### src/rtl/modcfg_pkg.sv
package modcfg_pkg;

    localparam int NUM_MOD = 6;
    localparam int NUM_CH  = 3;

    localparam int BIT_COUNTER   = 0;
    localparam int BIT_PRINTHEAD = 1;
    localparam int BIT_BITMAP    = 2;
    localparam int BIT_SCANNER   = 3;
    localparam int BIT_SCAN_CH0  = 4;
    localparam int BIT_CODEC     = 5;

    // Field order places the counter enable at bit 0.
    typedef struct packed {
        logic codec;
        logic scan_ch0;
        logic scanner;
        logic bitmap;
        logic printhead;
        logic counter;
    } mod_en_t;

    // Route select per channel: ch2 <- scanner, ch1 <- bitmap, ch0 <- scan_ch0.
    function automatic logic [NUM_CH-1:0] chan_sel(mod_en_t e);
        return {e.scanner, e.bitmap, e.scan_ch0};
    endfunction

    // Next value for a write to byte lane 0; the counter enable only sets.
    function automatic mod_en_t apply_write(mod_en_t cur, logic [NUM_MOD-1:0] wbits);
        mod_en_t nxt;
        nxt         = mod_en_t'(wbits);
        nxt.counter = cur.counter | wbits[BIT_COUNTER];
        return nxt;
    endfunction

endpackage

### src/rtl/modcfg_reg.sv
module modcfg_reg
    import modcfg_pkg::*;
#(
    parameter int REG_W = 16,
    localparam int NUM_BE = REG_W / 8
) (
    input  logic              clk,
    input  logic              srst,
    input  logic              wr_en,
    input  logic [NUM_BE-1:0] wr_be,
    input  logic [REG_W-1:0]  wr_data,
    input  logic              rd_en,
    output logic [REG_W-1:0]  rd_data,
    output mod_en_t           cfg
);

    mod_en_t cfg_q;
    logic    lane0_wr;

    assign lane0_wr = wr_en & wr_be[0];

    always_ff @(posedge clk) begin
        if (srst) begin
            cfg_q <= '0;
        end else if (lane0_wr) begin
            cfg_q <= apply_write(cfg_q, wr_data[NUM_MOD-1:0]);
        end
    end

    // Reserved positions are zero-extended on read.
    assign rd_data = rd_en ? REG_W'(cfg_q) : '0;
    assign cfg     = cfg_q;

    // Upper lanes and bits above the used field carry no storage.
    logic unused_hi;
    assign unused_hi = &{1'b0, wr_data[REG_W-1:NUM_MOD], wr_be[NUM_BE-1:1]};

endmodule

### src/rtl/modcfg_rstgen.sv
module modcfg_rstgen #(
    parameter int N = 6
) (
    input  logic         clk,
    input  logic         srst,
    input  logic [N-1:0] en,
    output logic [N-1:0] rst
);

    logic [N-1:0] rst_q;

    always_ff @(posedge clk) begin
        if (srst) begin
            rst_q <= '1;
        end else begin
            rst_q <= ~en;
        end
    end

    assign rst = rst_q;

endmodule

### src/rtl/modcfg_dma_route.sv
module modcfg_dma_route #(
    parameter int N = 3
) (
    input  logic [N-1:0] sel,
    input  logic [N-1:0] ext_req,
    input  logic [N-1:0] ext_irq,
    input  logic [N-1:0] int_req,
    input  logic [N-1:0] int_irq,
    output logic [N-1:0] dma_req,
    output logic [N-1:0] dma_irq
);

    for (genvar c = 0; c < N; c++) begin : g_ch
        assign dma_req[c] = sel[c] ? int_req[c] : ext_req[c];
        assign dma_irq[c] = sel[c] ? int_irq[c] : ext_irq[c];
    end

endmodule

### src/rtl/modcfg_ctrl.sv
module modcfg_ctrl
    import modcfg_pkg::*;
#(
    parameter int REG_W = 16,
    localparam int NUM_BE = REG_W / 8
) (
    input  logic              clk,
    input  logic              srst,
    input  logic              wr_en,
    input  logic [NUM_BE-1:0] wr_be,
    input  logic [REG_W-1:0]  wr_data,
    input  logic              rd_en,
    output logic [REG_W-1:0]  rd_data,
    output logic [NUM_MOD-1:0] mod_en,
    output logic [NUM_MOD-1:0] mod_rst,
    input  logic [NUM_CH-1:0] ext_req,
    input  logic [NUM_CH-1:0] ext_irq,
    input  logic [NUM_CH-1:0] int_req,
    input  logic [NUM_CH-1:0] int_irq,
    output logic [NUM_CH-1:0] dma_req,
    output logic [NUM_CH-1:0] dma_irq
);

    mod_en_t           cfg;
    logic [NUM_CH-1:0] sel;

    modcfg_reg #(.REG_W(REG_W)) u_reg (
        .clk     (clk),
        .srst    (srst),
        .wr_en   (wr_en),
        .wr_be   (wr_be),
        .wr_data (wr_data),
        .rd_en   (rd_en),
        .rd_data (rd_data),
        .cfg     (cfg)
    );

    assign mod_en = cfg;
    assign sel    = chan_sel(cfg);

    modcfg_rstgen #(.N(NUM_MOD)) u_rstgen (
        .clk  (clk),
        .srst (srst),
        .en   (mod_en),
        .rst  (mod_rst)
    );

    modcfg_dma_route #(.N(NUM_CH)) u_route (
        .sel     (sel),
        .ext_req (ext_req),
        .ext_irq (ext_irq),
        .int_req (int_req),
        .int_irq (int_irq),
        .dma_req (dma_req),
        .dma_irq (dma_irq)
    );

endmodule

### config.mk
export PLATFORM = sky130hd
export DESIGN_NAME = modcfg_ctrl
export DESIGN_NICKNAME = d
export VERILOG_FILES = /design/src/rtl/modcfg_pkg.sv /design/src/rtl/modcfg_reg.sv /design/src/rtl/modcfg_rstgen.sv /design/src/rtl/modcfg_dma_route.sv /design/src/rtl/modcfg_ctrl.sv
export SDC_FILE = /design/constraint.sdc
export NUM_CORES = 1
export LEC_CHECK = 0
export ABC_AREA = 1
export BUFFER_PORTS_ARGS = -buffer_cell sky130_fd_sc_hd__buf_2
export CAP_MARGIN = 0
export CELL_PAD_IN_SITES_DETAIL_PLACEMENT = 0
export CELL_PAD_IN_SITES_GLOBAL_PLACEMENT = 1
export CORE_UTILIZATION = 19
export CTS_CLUSTER_SIZE = 8
export DETAILED_ROUTE_END_ITERATION = 10
export MAX_ROUTING_LAYER = met4
export PLACE_DENSITY = 0.74
export SYNTH_ARGS = -nofsm -noshare
export SYNTH_HDL_FRONTEND = slang
export SYNTH_SLANG_ARGS = --single-unit
### constraint.sdc
create_clock -name clk -period 1.1 [get_ports clk]
set_clock_uncertainty 0.1 [all_clocks]
set_input_delay 0.11 -clock clk [delete_from_list [all_inputs] [get_ports clk]]
set_output_delay 0.11 -clock clk [all_outputs]
set_load 0.02 [all_outputs]
---- Word-level counts from Yosys, hierarchy flattened ----
Index checks and enable logic that the tools add are counted.
storage, ports and cells
  bits in registers ....................... 12
  bits in read-only memories .............. 0
  bits in latches ......................... 0
  memories kept ........................... 0
  RAM bits ................................ 0
  bits of input ports ..................... 34
operators by class
  multiplexer cells ....................... 7
  shift operators ......................... 0
  multiply operators ...................... 0
  reductions and logical operators ........ 0
  bitwise logic cells ..................... 3
  $add $sub $neg .......................... 0
  $lt $le $gt $ge ......................... 0
  equality and inequality tests ........... 0
  div/mod/pow operators ................... 0
operator list
  operator           count
  two-way mux 1 bit  6
  two-way mux 6 bit  1
  inverter 6 bit     1
  bitwise AND 1 bit  1
  OR 1 bit           1

---- Logic depth before layout (Yosys ltp) ----
  word-level depth ........................ 1
  gate-level depth with buffers ........... 5
  gate-level depth less buffers ........... 4

---- Hierarchy ----
Synthesis repeated with hierarchy kept, for this count alone.
unflattened totals
  cells, all modules ...................... 93
  area total of the unflattened synthesis .. 586.8 sq um
by module, submodules not included
  module            area an instance (sq um)  cells each  times used
  modcfg_reg        361.6                     59          1
  modcfg_rstgen     146.4                     13          1
  modcfg_dma_route  78.8                      21          1

---- Worst setup path before layout ----
Ideal clock, no wire load.
  kind .................................... register to output
  start point ............................. reg u_reg.cfg_q, in the netlist u_reg.cfg[4]
  end point ............................... out dma_irq[0]
  slack ................................... 114 ps
  arrival time ............................ 776 ps
  path buffers ............................ 0
  stages on the path, launching flop included .. 4
  path through ............................ dfxtp_1 inv_1 nand2_1 nand2_1
on the way
  cells in the longest elaborated chain, start to end .. 1
ends and longest elaborated chain
  what                    RTL line                text
  start, declared         modcfg_reg.sv:17        mod_en_t cfg_q;
  start signal, assigned  modcfg_reg.sv:26        cfg_q <= apply_write(cfg_q, wr_data[NUM_MOD-1:0]);
  two-way mux 1 bit       modcfg_dma_route.sv:15  assign dma_irq[c] = sel[c] ? int_irq[c] : ext_irq[c];
  end, declared           modcfg_ctrl.sv:21       output logic [NUM_CH-1:0] dma_irq
Every way passes these cells.

---- Worst setup path in the final report ----
  start point ............................. reg u_reg.cfg_q, in the netlist u_reg.cfg[2]
  end point ............................... out dma_req[1]
on the way
  cells in the longest elaborated chain, start to end .. 1
ends and longest elaborated chain
  what               RTL line                text
  two-way mux 1 bit  modcfg_dma_route.sv:14  assign dma_req[c] = sel[c] ? int_req[c] : ext_req[c];
  end, declared      modcfg_ctrl.sv:20       output logic [NUM_CH-1:0] dma_req,
Every way passes these cells.

==> metrics.txt <==
# TYPE chip_impl_metric gauge
chip_impl_info{name="status",value="finished, violations left"} 1
chip_impl_info{name="failed_checks",value="DRC, setup timing"} 1
chip_impl_metric{name="worst_slack",unit="ns"} -0.03418
chip_impl_metric{name="cts_num_sinks",unit=""} 12
chip_impl_metric{name="power.density",unit="nW/um^2"} 1067
chip_impl_metric{name="dr.pass1.iters",unit=""} 6
chip_impl_metric{name="core.rowCount",unit=""} 19
chip_impl_metric{name="worst_path_clk_slew",unit="ns"} 0.07
chip_impl_info{name="regToRegStartpoint",value="u_reg.cfg[4]$_SDFFE_PP0P_"} 1
chip_impl_metric{name="gp_congestion",unit=""} 0.6368
chip_impl_metric{name="r2r_slack",unit="ns"} 0.21
chip_impl_metric{name="die_area",unit="um^2"} 3294
chip_impl_metric{name="min_period",unit="ns"} 1.134
chip_impl_metric{name="finalNonFillerCells",unit=""} 175
chip_impl_info{name="worst_hold_startpoint",value="srst"} 1
chip_impl_metric{name="dieHeight",unit="um"} 57.40
chip_impl_metric{name="worst-endpoint-required",unit="ns"} 0.89
chip_impl_metric{name="dp_hpwl",unit="um"} 1036
chip_impl_metric{name="chipWidth",unit="um"} 57.40
chip_impl_metric{name="grt_pass1_wl",unit="um"} 2214
chip_impl_metric{name="p_leak",unit="nW"} 0.5843
chip_impl_metric{name="ctsLongestPathBuffers",unit=""} 2
chip_impl_metric{name="number_of_failing_setup_endpoints_in_the_final_timing_report",unit=""} 7
chip_impl_metric{name="final.hold.worst_slack",unit="ns"} 0.09804
chip_impl_metric{name="totalNegativeSetupSlack",unit="ns"} -0.1838
chip_impl_metric{name="layout.core_utilization",unit=""} 0.3565
chip_impl_metric{name="worst_skew_pair.late_latency",unit="ns"} 0.26
chip_impl_metric{name="finalWirelength",unit="um"} 1522
chip_impl_metric{name="r2r_cells",unit=""} 5
chip_impl_info{name="end_kind",value="output pin"} 1
chip_impl_metric{name="post_synth_inst_count",unit=""} 90
chip_impl_metric{name="detail_route.vias_per_cell",unit=""} 3.823
chip_impl_metric{name="final-hold-violation-count",unit=""} 0
chip_impl_metric{name="final_net_count",unit=""} 180
chip_impl_metric{name="port_buffers",unit=""} 46
chip_impl_metric{name="layout-area-overhead-vs-synth",unit="%"} 72.96
chip_impl_metric{name="drtAntennaViolNets",unit=""} 0
chip_impl_info{name="grt_setup_unrepaired",value="true"} 1
chip_impl_metric{name="drt_drc_violations_left",unit=""} 5
chip_impl_info{name="crit_family",value="flip-flops"} 1
chip_impl_info{name="worstPathCellList",value="inv_4 -> nand2_2 -> nand2_2 -> buf_6"} 1
chip_impl_metric{name="grt_usage",unit=""} 0.09095
chip_impl_metric{name="antenna_found_initial",unit=""} 0
chip_impl_metric{name="yosys_register_bits",unit=""} 12
chip_impl_metric{name="place.detailed.instances",unit=""} 164
chip_impl_metric{name="grt-ovfl-total",unit=""} 0
chip_impl_metric{name="wire_per_inst",unit="um"} 8.697
chip_impl_metric{name="yosys.cell_types.count",unit=""} 8
chip_impl_metric{name="synth_area_per_cell",unit="um^2"} 6.478
chip_impl_metric{name="yosys_warn_count",unit=""} 0
chip_impl_info{name="launching_element_type_of_the_critical_path",value="flop"} 1
chip_impl_info{name="slowest_stage",value="dfxtp_4"} 1
chip_impl_metric{name="fmaxAchievable",unit="GHz"} 0.8817
chip_impl_metric{name="drt_first_iter_violations",unit=""} 24
chip_impl_metric{name="routed-via-count",unit=""} 669
chip_impl_metric{name="first_global_vias",unit=""} 515
chip_impl_info{name="cts.root.buffer_cell",value="clkbuf_4"} 1
chip_impl_metric{name="max-cap-violations",unit=""} 0
chip_impl_metric{name="initial_core_util",unit=""} 0.2061
chip_impl_metric{name="detailedPlace.worstSlack",unit="ns"} 0.1448
chip_impl_metric{name="num_io_pins",unit=""} 68
chip_impl_metric{name="timing.final.crit_share",unit=""} 1.031
chip_impl_metric{name="path_buf_inv",unit=""} 2
chip_impl_metric{name="htree_num_levels",unit=""} 1
chip_impl_metric{name="crit_arrival",unit="ns"} 0.92
chip_impl_info{name="holdPathEnd",value="u_rstgen.rst[2]$_SDFF_PP1_"} 1
chip_impl_metric{name="layout-drive-gt1-share",unit=""} 0.5139
chip_impl_info{name="classification_of_the_worst_slack_hold_path",value="in2reg"} 1
chip_impl_info{name="worstSetupPathType",value="reg2out"} 1
chip_impl_metric{name="crit_path_max_fanout",unit=""} 6
chip_impl_metric{name="ys_seq_area_frac",unit=""} 0.4120
chip_impl_metric{name="cts_buffers",unit=""} 3
chip_impl_metric{name="crit_path_max_incr_delay",unit="ns"} 0.39
chip_impl_info{name="r2r-end",value="u_reg.cfg[4]$_SDFFE_PP0P_"} 1
chip_impl_metric{name="worst_hold_path_stage_count",unit=""} 3
chip_impl_metric{name="diodes",unit=""} 0
chip_impl_metric{name="grt_max_degree",unit=""} 13
chip_impl_metric{name="slew_violations",unit=""} 0
chip_impl_metric{name="fp.coreArea",unit="um^2"} 2829
chip_impl_metric{name="mappedNetlistArea",unit="um^2"} 583.1
chip_impl_info{name="cts_tree",value="built"} 1
chip_impl_metric{name="peakVddDrop",unit="mV"} 0.3158
chip_impl_info{name="crit_top_cell",value="nand2_2"} 1
[cell usage after synthesis, drive strengths merged]
cell type  number  area [um^2]
nand2          42        157.7
buf            12        93.84
dfxtp          12        240.2
inv            12        45.04
nor2           10        37.54
conb            1        3.750
o21ai           1        5.000
[report_power, final]
group / switching, W / internal (W)
registers: 0.0000230 / 0.000458
logic: 0.000197 / 0.000149
clock network: 0.000123 / 0.000126
total: 0.000343 / 0.000733
[state kept, by name, summed over array words and instances (netlist names)]
name,cells
u_rstgen.rst,6
u_reg.cfg,6
[metrics by stage]
| step | total power (W) | area (um^2) |
|---|---|---|
| finish | 0.001076 | 1008 |
| global route | 0.001148 | 1008 |
| CTS | 0.001056 | 942.2 |
| detailed placement | 0.0007483 | 792.0 |
| global placement | 0.0007447 | 792.0 |
| floorplan | 0.0006789 | 616.8 |
[routing by layer]
layer	vias to the layer above	track usage	part of all wire
met5	-	-	0
met3	0	0.02948	0.099
met4	0	0.04181	0
met1	283	0.1033	0.41
met2	38	0.1445	0.49
li1	348	-	-
[cells by family after synthesis]
group | count (synthesis) | share of synthesized area
and+or+nand+nor | 52 | 0.3348
buffers and inverters | 24 | 0.2382
DFF | 12 | 0.4120
AOI/OAI and AO/OA | 1 | 0.008575
other | 1 | 0.006432
[worst max-delay path by stage]
stage,from,to,slack [ns],depth (start not counted)
6_report,u_reg.cfg[2]$_SDFFE_PP0P_,dma_req[1],-0.03,4
5_1_grt,u_reg.cfg[4]$_SDFFE_PP0P_,dma_irq[0],-0.09,4
4_1_cts,u_reg.cfg[3]$_SDFFE_PP0P_,dma_req[2],-0.04,4
3_5_place_dp,wr_en,u_reg.cfg[5]$_SDFFE_PP0P_,0.14,5
3_3_place_gp,u_reg.cfg[4]$_SDFFE_PP0P_,dma_irq[0],0.15,4
2_1_floorplan,u_reg.cfg[4]$_SDFFE_PP0P_,dma_irq[0],0.11,3
[cells in the final DEF, fill, tap and decap left out]
cell type      count
buf_2             34
nand2_1           29
nand2_2           13
nor2_1            10
conb_1            10
buf_6              9
inv_1              8
dlygate4sd3_1      6
dfxtp_1            6
buf_4              5
inv_4              3
clkbuf_4           3
dfxtp_2            3
dfxtp_4            3
inv_2              1
o21ai_1            1
[worst min-delay path: stages]
cell and delay (ns):
buf_2 0.07, inv_1 0.15, nand2_1 0.09
[cell type report]
| class | count | area, um^2 |
|---|---|---|
| inverter | 12 | 52.55 |
| tap | 31 | 38.79 |
| clock buffer | 3 | 22.52 |
| timing repair buffer | 54 | 369.1 |
| fill | 309 | 1821 |
| multi-input combinational | 63 | 270.3 |
| sequential | 12 | 255.2 |
[timing repair]
| item | 4_1_cts | 5_1_grt |
|---|---|---|
| hold buffers | 6 | 0 |
| buffers inserted | 1 | 1 |
| hold endpoints to repair | 6 | 0 |
| pin swaps | 2 | 6 |
| gates resized for setup | 26 | 24 |
| setup endpoints to repair | 12 | 12 |
Power figures use the tool's default switching activity.
